`config.mk`:
```
export PLATFORM = sky130hd
export DESIGN_NAME = sram_bus_ctrl
export DESIGN_NICKNAME = d
export VERILOG_FILES = /design/src/rtl/sram_ctrl_pkg.sv /design/src/rtl/sram_ctrl_rst_sync.sv /design/src/rtl/sram_ctrl_timer.sv /design/src/rtl/sram_ctrl_fsm.sv /design/src/rtl/sram_ctrl_datapath.sv /design/src/rtl/sram_bus_ctrl.sv
export SDC_FILE = /design/constraint.sdc
export NUM_CORES = 1
export LEC_CHECK = 0
export ABC_AREA = 1
export CAP_MARGIN = 15
export CORE_MARGIN = 2
export CORE_UTILIZATION = 45
export CTS_BUF_LIST = sky130_fd_sc_hd__clkbuf_4 sky130_fd_sc_hd__clkbuf_8 sky130_fd_sc_hd__clkbuf_16
export CTS_CLUSTER_SIZE = 14
export DETAILED_ROUTE_END_ITERATION = 8
export PLACE_DENSITY_LB_ADDON = 0.05
export SYNTH_ARGS = -nofsm -noshare
export SYNTH_HDL_FRONTEND = slang
export SYNTH_SLANG_ARGS = --single-unit
```
`constraint.sdc`:
```
create_clock -name clk -period 2.6 [get_ports clk]
set_clock_uncertainty 0.1 [all_clocks]
set_input_delay 0.39 -clock clk [delete_from_list [all_inputs] [get_ports clk]]
set_output_delay 0.39 -clock clk [all_outputs]
set_load 0.02 [all_outputs]
```
`src/rtl/sram_ctrl_pkg.sv`:
```
package sram_ctrl_pkg;

  typedef enum logic [2:0] {
    ST_IDLE = 3'd0,
    ST_WSET = 3'd1,
    ST_WPUL = 3'd2,
    ST_WREC = 3'd3,
    ST_RACC = 3'd4
  } seq_state_t;

  // Round a nanosecond minimum up to whole clock cycles, never below one.
  function automatic int ns_to_cycles(input int t_ns, input int period_ns);
    int r;
    r = (t_ns + period_ns - 1) / period_ns;
    if (r < 1) r = 1;
    return r;
  endfunction

  function automatic int max3(input int a, input int b, input int c);
    int m;
    m = (a > b) ? a : b;
    return (m > c) ? m : c;
  endfunction

endpackage

```
`src/rtl/sram_ctrl_rst_sync.sv`:
```
module sram_ctrl_rst_sync #(
  parameter int STAGES = 2
) (
  input  logic clk,
  input  logic arst_n,
  output logic rst_n_sync
);

  logic [STAGES-1:0] chain_q;

  always_ff @(posedge clk or negedge arst_n) begin
    if (!arst_n) chain_q <= '0;
    else         chain_q <= {chain_q[STAGES-2:0], 1'b1};
  end

  assign rst_n_sync = chain_q[STAGES-1];

endmodule

```
`src/rtl/sram_ctrl_timer.sv`:
```
module sram_ctrl_timer #(
  parameter int CW = 2
) (
  input  logic          clk,
  input  logic          rst_n,
  input  logic          load,
  input  logic [CW-1:0] load_val,
  input  logic          dec,
  output logic          zero
);

  logic [CW-1:0] cnt_q, cnt_d;

  always_comb begin
    cnt_d = cnt_q;
    if (load)     cnt_d = load_val;
    else if (dec) cnt_d = cnt_q - 1'b1;
  end

  always_ff @(posedge clk or negedge rst_n) begin
    if (!rst_n) cnt_q <= '0;
    else        cnt_q <= cnt_d;
  end

  assign zero = (cnt_q == '0);

  // A decrement is never requested from zero.
  assert_timer_no_wrap_R2: assert property (@(posedge clk) disable iff (!rst_n)
    (dec && !load) |-> !zero);

endmodule

```
`src/rtl/sram_ctrl_fsm.sv`:
```
module sram_ctrl_fsm
  import sram_ctrl_pkg::*;
#(
  parameter int WP_CYC  = 2,
  parameter int REC_CYC = 1,
  parameter int RD_CYC  = 3
) (
  input  logic clk,
  input  logic rst_n,
  input  logic req_valid,
  input  logic req_write,
  output logic req_ready,
  output logic accept,
  output logic capture,
  output logic cs_n,
  output logic ce,
  output logic we_n,
  output logic oe_n,
  output logic dq_oe
);

  localparam int MAXC = max3(WP_CYC, REC_CYC, RD_CYC);
  localparam int CW   = (MAXC > 1) ? $clog2(MAXC) : 1;
  localparam logic [CW-1:0] WP_LD  = CW'(WP_CYC - 1);
  localparam logic [CW-1:0] REC_LD = CW'(REC_CYC - 1);
  localparam logic [CW-1:0] RD_LD  = CW'(RD_CYC - 1);

  seq_state_t    state_q, state_d;
  logic          t_load, t_dec, t_zero;
  logic [CW-1:0] t_val;
  logic          cs_n_d, ce_d, we_n_d, oe_n_d, dq_oe_d;

  sram_ctrl_timer #(.CW(CW)) u_timer (
    .clk      (clk),
    .rst_n    (rst_n),
    .load     (t_load),
    .load_val (t_val),
    .dec      (t_dec),
    .zero     (t_zero)
  );

  // Next-state and timer control
  always_comb begin
    state_d = state_q;
    t_load  = 1'b0;
    t_val   = '0;
    t_dec   = 1'b0;
    capture = 1'b0;
    unique case (state_q)
      ST_IDLE: begin
        if (req_valid) begin
          if (req_write) begin
            state_d = ST_WSET;
          end else begin
            state_d = ST_RACC;
            t_load  = 1'b1;
            t_val   = RD_LD;
          end
        end
      end
      ST_WSET: begin
        state_d = ST_WPUL;
        t_load  = 1'b1;
        t_val   = WP_LD;
      end
      ST_WPUL: begin
        if (t_zero) begin
          state_d = ST_WREC;
          t_load  = 1'b1;
          t_val   = REC_LD;
        end else begin
          t_dec = 1'b1;
        end
      end
      ST_WREC: begin
        if (t_zero) state_d = ST_IDLE;
        else        t_dec   = 1'b1;
      end
      ST_RACC: begin
        if (t_zero) begin
          state_d = ST_IDLE;
          capture = 1'b1;
        end else begin
          t_dec = 1'b1;
        end
      end
      default: state_d = ST_IDLE;
    endcase
  end

  assign req_ready = (state_q == ST_IDLE);
  assign accept    = req_ready && req_valid;

  // Pin levels decoded from the state being entered, so every pin is a flop.
  always_comb begin
    cs_n_d  = (state_d == ST_IDLE);
    ce_d    = (state_d != ST_IDLE);
    we_n_d  = (state_d != ST_WPUL);
    oe_n_d  = (state_d != ST_RACC);
    dq_oe_d = (state_d == ST_WSET) || (state_d == ST_WPUL) ||
              ((state_q == ST_WPUL) && (state_d == ST_WREC));
  end

  always_ff @(posedge clk or negedge rst_n) begin
    if (!rst_n) begin
      state_q <= ST_IDLE;
      cs_n    <= 1'b1;
      ce      <= 1'b0;
      we_n    <= 1'b1;
      oe_n    <= 1'b1;
      dq_oe   <= 1'b0;
    end else begin
      state_q <= state_d;
      cs_n    <= cs_n_d;
      ce      <= ce_d;
      we_n    <= we_n_d;
      oe_n    <= oe_n_d;
      dq_oe   <= dq_oe_d;
    end
  end

  assert_we_needs_select_R3: assert property (@(posedge clk) disable iff (!rst_n)
    !we_n |-> (!cs_n && ce));

  assert_pulse_has_data_R4: assert property (@(posedge clk) disable iff (!rst_n)
    !we_n |-> dq_oe);

  assert_no_bus_fight_R6: assert property (@(posedge clk) disable iff (!rst_n)
    dq_oe |-> oe_n);

  assert_oe_off_after_write_R6: assert property (@(posedge clk) disable iff (!rst_n)
    $rose(we_n) |-> oe_n);

  assert_read_not_write_R7: assert property (@(posedge clk) disable iff (!rst_n)
    !oe_n |-> (we_n && !cs_n));

  assert_ready_means_deselected_R2: assert property (@(posedge clk) disable iff (!rst_n)
    req_ready |-> (cs_n && we_n && oe_n));

endmodule

```
`src/rtl/sram_ctrl_datapath.sv`:
```
module sram_ctrl_datapath #(
  parameter int AW = 15,
  parameter int DW = 8
) (
  input  logic          clk,
  input  logic          rst_n,
  input  logic          accept,
  input  logic          capture,
  input  logic [AW-1:0] req_addr,
  input  logic [DW-1:0] req_wdata,
  input  logic [DW-1:0] ram_dq_in,
  output logic [AW-1:0] ram_addr,
  output logic [DW-1:0] ram_dq_out,
  output logic          rsp_valid,
  output logic [DW-1:0] rsp_rdata
);

  logic [AW-1:0] addr_d;
  logic [DW-1:0] wdata_d, rdata_d;

  always_comb begin
    addr_d  = accept  ? req_addr  : ram_addr;
    wdata_d = accept  ? req_wdata : ram_dq_out;
    rdata_d = capture ? ram_dq_in : rsp_rdata;
  end

  always_ff @(posedge clk or negedge rst_n) begin
    if (!rst_n) begin
      ram_addr   <= '0;
      ram_dq_out <= '0;
      rsp_rdata  <= '0;
      rsp_valid  <= 1'b0;
    end else begin
      ram_addr   <= addr_d;
      ram_dq_out <= wdata_d;
      rsp_rdata  <= rdata_d;
      rsp_valid  <= capture;
    end
  end

  assert_rsp_single_cycle_R8: assert property (@(posedge clk) disable iff (!rst_n)
    rsp_valid |=> !rsp_valid);

  assert_rsp_data_held_R8: assert property (@(posedge clk) disable iff (!rst_n)
    !$past(capture) |-> $stable(rsp_rdata));

endmodule

```
`src/rtl/sram_bus_ctrl.sv`:
```
module sram_bus_ctrl
  import sram_ctrl_pkg::*;
#(
  parameter int AW     = 15,
  parameter int DW     = 8,
  parameter int CLK_NS = 10,
  parameter int WP_NS  = 20,
  parameter int REC_NS = 5,
  parameter int RD_NS  = 25
) (
  input  logic          clk,
  input  logic          rst_n,
  input  logic          req_valid,
  output logic          req_ready,
  input  logic          req_write,
  input  logic [AW-1:0] req_addr,
  input  logic [DW-1:0] req_wdata,
  output logic          rsp_valid,
  output logic [DW-1:0] rsp_rdata,
  output logic [AW-1:0] ram_addr,
  output logic [DW-1:0] ram_dq_out,
  output logic          ram_dq_oe,
  input  logic [DW-1:0] ram_dq_in,
  output logic          ram_cs_n,
  output logic          ram_ce,
  output logic          ram_we_n,
  output logic          ram_oe_n
);

  localparam int WP_CYC  = ns_to_cycles(WP_NS,  CLK_NS);
  localparam int REC_CYC = ns_to_cycles(REC_NS, CLK_NS);
  localparam int RD_CYC  = ns_to_cycles(RD_NS,  CLK_NS);

  logic rst_n_int;
  logic accept, capture;

  sram_ctrl_rst_sync #(.STAGES(2)) u_rst (
    .clk        (clk),
    .arst_n     (rst_n),
    .rst_n_sync (rst_n_int)
  );

  sram_ctrl_fsm #(
    .WP_CYC  (WP_CYC),
    .REC_CYC (REC_CYC),
    .RD_CYC  (RD_CYC)
  ) u_fsm (
    .clk       (clk),
    .rst_n     (rst_n_int),
    .req_valid (req_valid),
    .req_write (req_write),
    .req_ready (req_ready),
    .accept    (accept),
    .capture   (capture),
    .cs_n      (ram_cs_n),
    .ce        (ram_ce),
    .we_n      (ram_we_n),
    .oe_n      (ram_oe_n),
    .dq_oe     (ram_dq_oe)
  );

  sram_ctrl_datapath #(.AW(AW), .DW(DW)) u_dp (
    .clk        (clk),
    .rst_n      (rst_n_int),
    .accept     (accept),
    .capture    (capture),
    .req_addr   (req_addr),
    .req_wdata  (req_wdata),
    .ram_dq_in  (ram_dq_in),
    .ram_addr   (ram_addr),
    .ram_dq_out (ram_dq_out),
    .rsp_valid  (rsp_valid),
    .rsp_rdata  (rsp_rdata)
  );

  // Address and write data held steady across the strobe, which the sequencer
  // and the datapath register separately.
  assert_addr_hold_in_pulse_R3: assert property (@(posedge clk) disable iff (!rst_n_int)
    !ram_we_n |-> $stable(ram_addr));

  assert_data_hold_in_pulse_R4: assert property (@(posedge clk) disable iff (!rst_n_int)
    !ram_we_n |-> $stable(ram_dq_out));

  assert_no_rsp_while_writing_R8: assert property (@(posedge clk) disable iff (!rst_n_int)
    !ram_we_n |-> !rsp_valid);

endmodule

```
==> key figures <==
Run status
  – Status: completed

STA
  – Setup slack after layout: 0.4295 ns
  – Final setup fails: 0
  – Final worst path period need: 2.171 ns
  – Slew Viols, Final: 0
  – Actual slew at the worst max-slew pin: 0.8804 ns
  – Fmax: 460.7 MHz
  – WHS: 0.1567 ns
  – Final hold vios: 0
  – Final period util: 83.48%
  – RSZ-0062 raised after global routing: false
  – Setup total negative slack: 0 ns
  – Rel. slew slack: 41.31%

Placement
  – Final Wtd Congestion: 0.8803
  – Pre-CTS setup slack: 0.6403 ns
  – Port buffer count: 72
  – DP Wirelength: 2.850 mm

Worst hold path
  – Worst hold path class: input port to asynchronous set/reset pin

Detailed routing
  – Via Count: 1466
  – Post-route ant nets: 0
  – Wire per inst: 12.04 microns
  – Initial drt markers: 71
  – Pre-Repair DR Iteration Count: 4
  – DRC: 0
  – Detail-routed via count per cell: 4.610
  – DRT Wirelength: 3.829 mm

Critical path
  – Worst setup SP type: flop
  – CP Capture Type: output pin
  – Worst EP required: 2.11 ns
  – Worst Path Max Fanout: 6
  – Worst setup path category: flop to output pin
  – Arrival time at the worst endpoint: 1.68 ns

Power and ir drop
  – Pwr per Cell Area: 1172 nW/um^2
  – Worst vdd ir: 0.7221 mV
  – Leak pwr: 1.287 nW

Floorplan
  – Row count: 22
  – Initial Util: 47.54%
  – Ports: 73
  – Die area: 4443 sq um
  – Die Ht: 66.66 microns
  – Die width: 66.66 microns
  – Placeable Area: 3716 sq um

Global routing
  – Initial antenna violation count: 0
  – Number of global-route vias before repair: 1367
  – Largest net degree at the start of global routing: 43
  – GR Util All Layers: 18.96%
  – Gr ovfl total: 0
  – First-pass GRT wire length: 6.154 mm

Synthesis
  – Synth cell types: 21
  – Sequential area share after synthesis: 62.54%
  – Yosys reg bits: 44
  – Post-Syn Instances: 194
  – Syn Nets: 230
  – Synth Warn #: 0
  – Mapped Area: 1767 sq um
  – Syn_area_per_cell: 9.107 sq um

Finish
  – Share of cells above drive strength 1: 7.778%
  – # fillers: 291
  – Commonest non-fill, non-tap cell in the layout: nand2_1
  – Layout Nets: 305
  – Area growth from synthesis to final layout: 47.66%
  – Diodes inserted: 0
  – Most frequent cells in the layout: nand2_1 (105), clkdlybuf4s50_1 (72), dfrtp_1 (40)

Run
  – Max-cap check violation count: 0

CTS
  – Worst-skew pair later-pin latency: 0.29 ns
  – CTS Buffer Depth: 2
  – # resized after CTS: 0
  – TritonCTS Sinks: 44
  – Root buf cell: clkbuf_8
  – Clock slew seen by the registers of the worst setup and hold paths: 0.07 ns
  – CTS tree: done
  – Postcts setup bufs: 0
  – Total CTS buffers: 5
  – H-Tree Level Count: 2
  – Hold_buf cts: 0
==> metrics by stage <==
stage	utilization (%)	std cells	instance area, sq um	power [mW]
global placement	67.58	310	2511	2.591
CTS	70.20	318	2609	3.091
floorplan	-	194	1767	1.963
detailed placement	67.58	310	2511	2.638
finish	70.20	318	2609	3.057
global route	70.20	318	2609	3.270
==> critical path: stages (launching register included) <==
cell and delay (ns):
dfrtp_1 0.46, nor2_4 0.18, nand2_4 0.10, inv_1 0.06
clkdlybuf4s50_1 0.60
==> routing by layer <==
metal  vias to the layer above  track usage (%)  part of all wire (%)
li1                        738                -                     -
met1                       669            23.97                    42
met2                        55            30.13                    48
met3                         4            6.926                   8.4
met4                         0            6.378                   1.2
met5                         -                0                     0
==> final cells by class <==
| type | instances | area, sq um | area share (%) |
|---|---|---|---|
| sequential | 44 | 1106 | 42.40 |
| timing repair buffer | 72 | 720.7 | 27.63 |
| multi-input combinational | 132 | 571.8 | 21.92 |
| clock buffer | 8 | 97.59 | 3.741 |
| tap | 48 | 60.06 | 2.302 |
| inverter | 14 | 52.55 | 2.014 |
==> cell families after synthesis <==
| kind of cell | count (synthesis) | share of synthesized area [%] |
|---|---|---|
| adder cells (fa/ha/maj) | 1 | 0.7081 |
| AND/OR/NAND/NOR | 129 | 31.02 |
| AO/OA/AOI/OAI | 1 | 0.4251 |
| other | 1 | 0.2123 |
| flip-flops | 44 | 62.54 |
| buffers and inverters | 18 | 5.099 |
==> Yosys cell counts <==
library cell / count / area, sq um
buf_4: 2 / 15.01
inv_2: 3 / 11.26
buf_6: 2 / 22.52
o21bai_1: 1 / 7.510
nand2_1: 105 / 394.1
nor2_2: 1 / 6.260
nor2_8: 1 / 20.02
nand3_2: 1 / 10.01
nor2_1: 5 / 18.77
ha_1: 1 / 12.51
clkinv_1: 1 / 3.750
dfrtp_1: 41 / 1026
nand2_4: 1 / 11.26
inv_1: 10 / 37.54
nand3_1: 8 / 40.04
nand4_1: 4 / 25.02
nor3_1: 1 / 5.000
dfstp_2: 3 / 78.83
nor2_4: 1 / 11.26
nand2_2: 1 / 6.260
conb_1: 1 / 3.750
==> flip-flops by register name (all words and copies together) (netlist names) <==
register             flops
u_dp.ram_addr           15
u_dp.ram_dq_out          8
u_dp.rsp_rdata           8
u_fsm.state_q            3
u_fsm.u_timer.cnt_q      2
u_rst.chain_q            2
u_dp.rsp_valid           1
u_fsm.ce                 1
u_fsm.cs_n               1
u_fsm.dq_oe              1
u_fsm.oe_n               1
u_fsm.we_n               1
==> worst paths after layout <==
check / end / slack [ns] / startpoint / cells past startpoint
max: req_ready / 0.43 / u_fsm.state_q[1]$_DFF_PN0_ / 4
max in group asynchronous: u_dp.rsp_rdata[4]$_DFFE_PN0P_ / 1.56 / u_rst.chain_q[1]$_DFF_PN0_ / 0
max reg2reg: u_dp.ram_addr[4]$_DFFE_PN0P_ / 0.93 / u_fsm.state_q[1]$_DFF_PN0_ / 6
min reg2reg: u_rst.chain_q[1]$_DFF_PN0_ / 0.26 / u_rst.chain_q[0]$_DFF_PN0_ / 0
min in group clk: u_rst.chain_q[1]$_DFF_PN0_ / 0.26 / u_rst.chain_q[0]$_DFF_PN0_ / 0
min: u_rst.chain_q[1]$_DFF_PN0_ / 0.16 / rst_n / 1
==> power breakdown <==
part           leakage [nW]  total (mW)  internal [mW]  switching [mW]
clock                0.0523       0.447          0.237           0.210
sequential            0.516        1.15          0.980           0.169
combinational         0.718        1.46          0.668           0.792
Note: power is estimated with default switching activity, not from simulation.
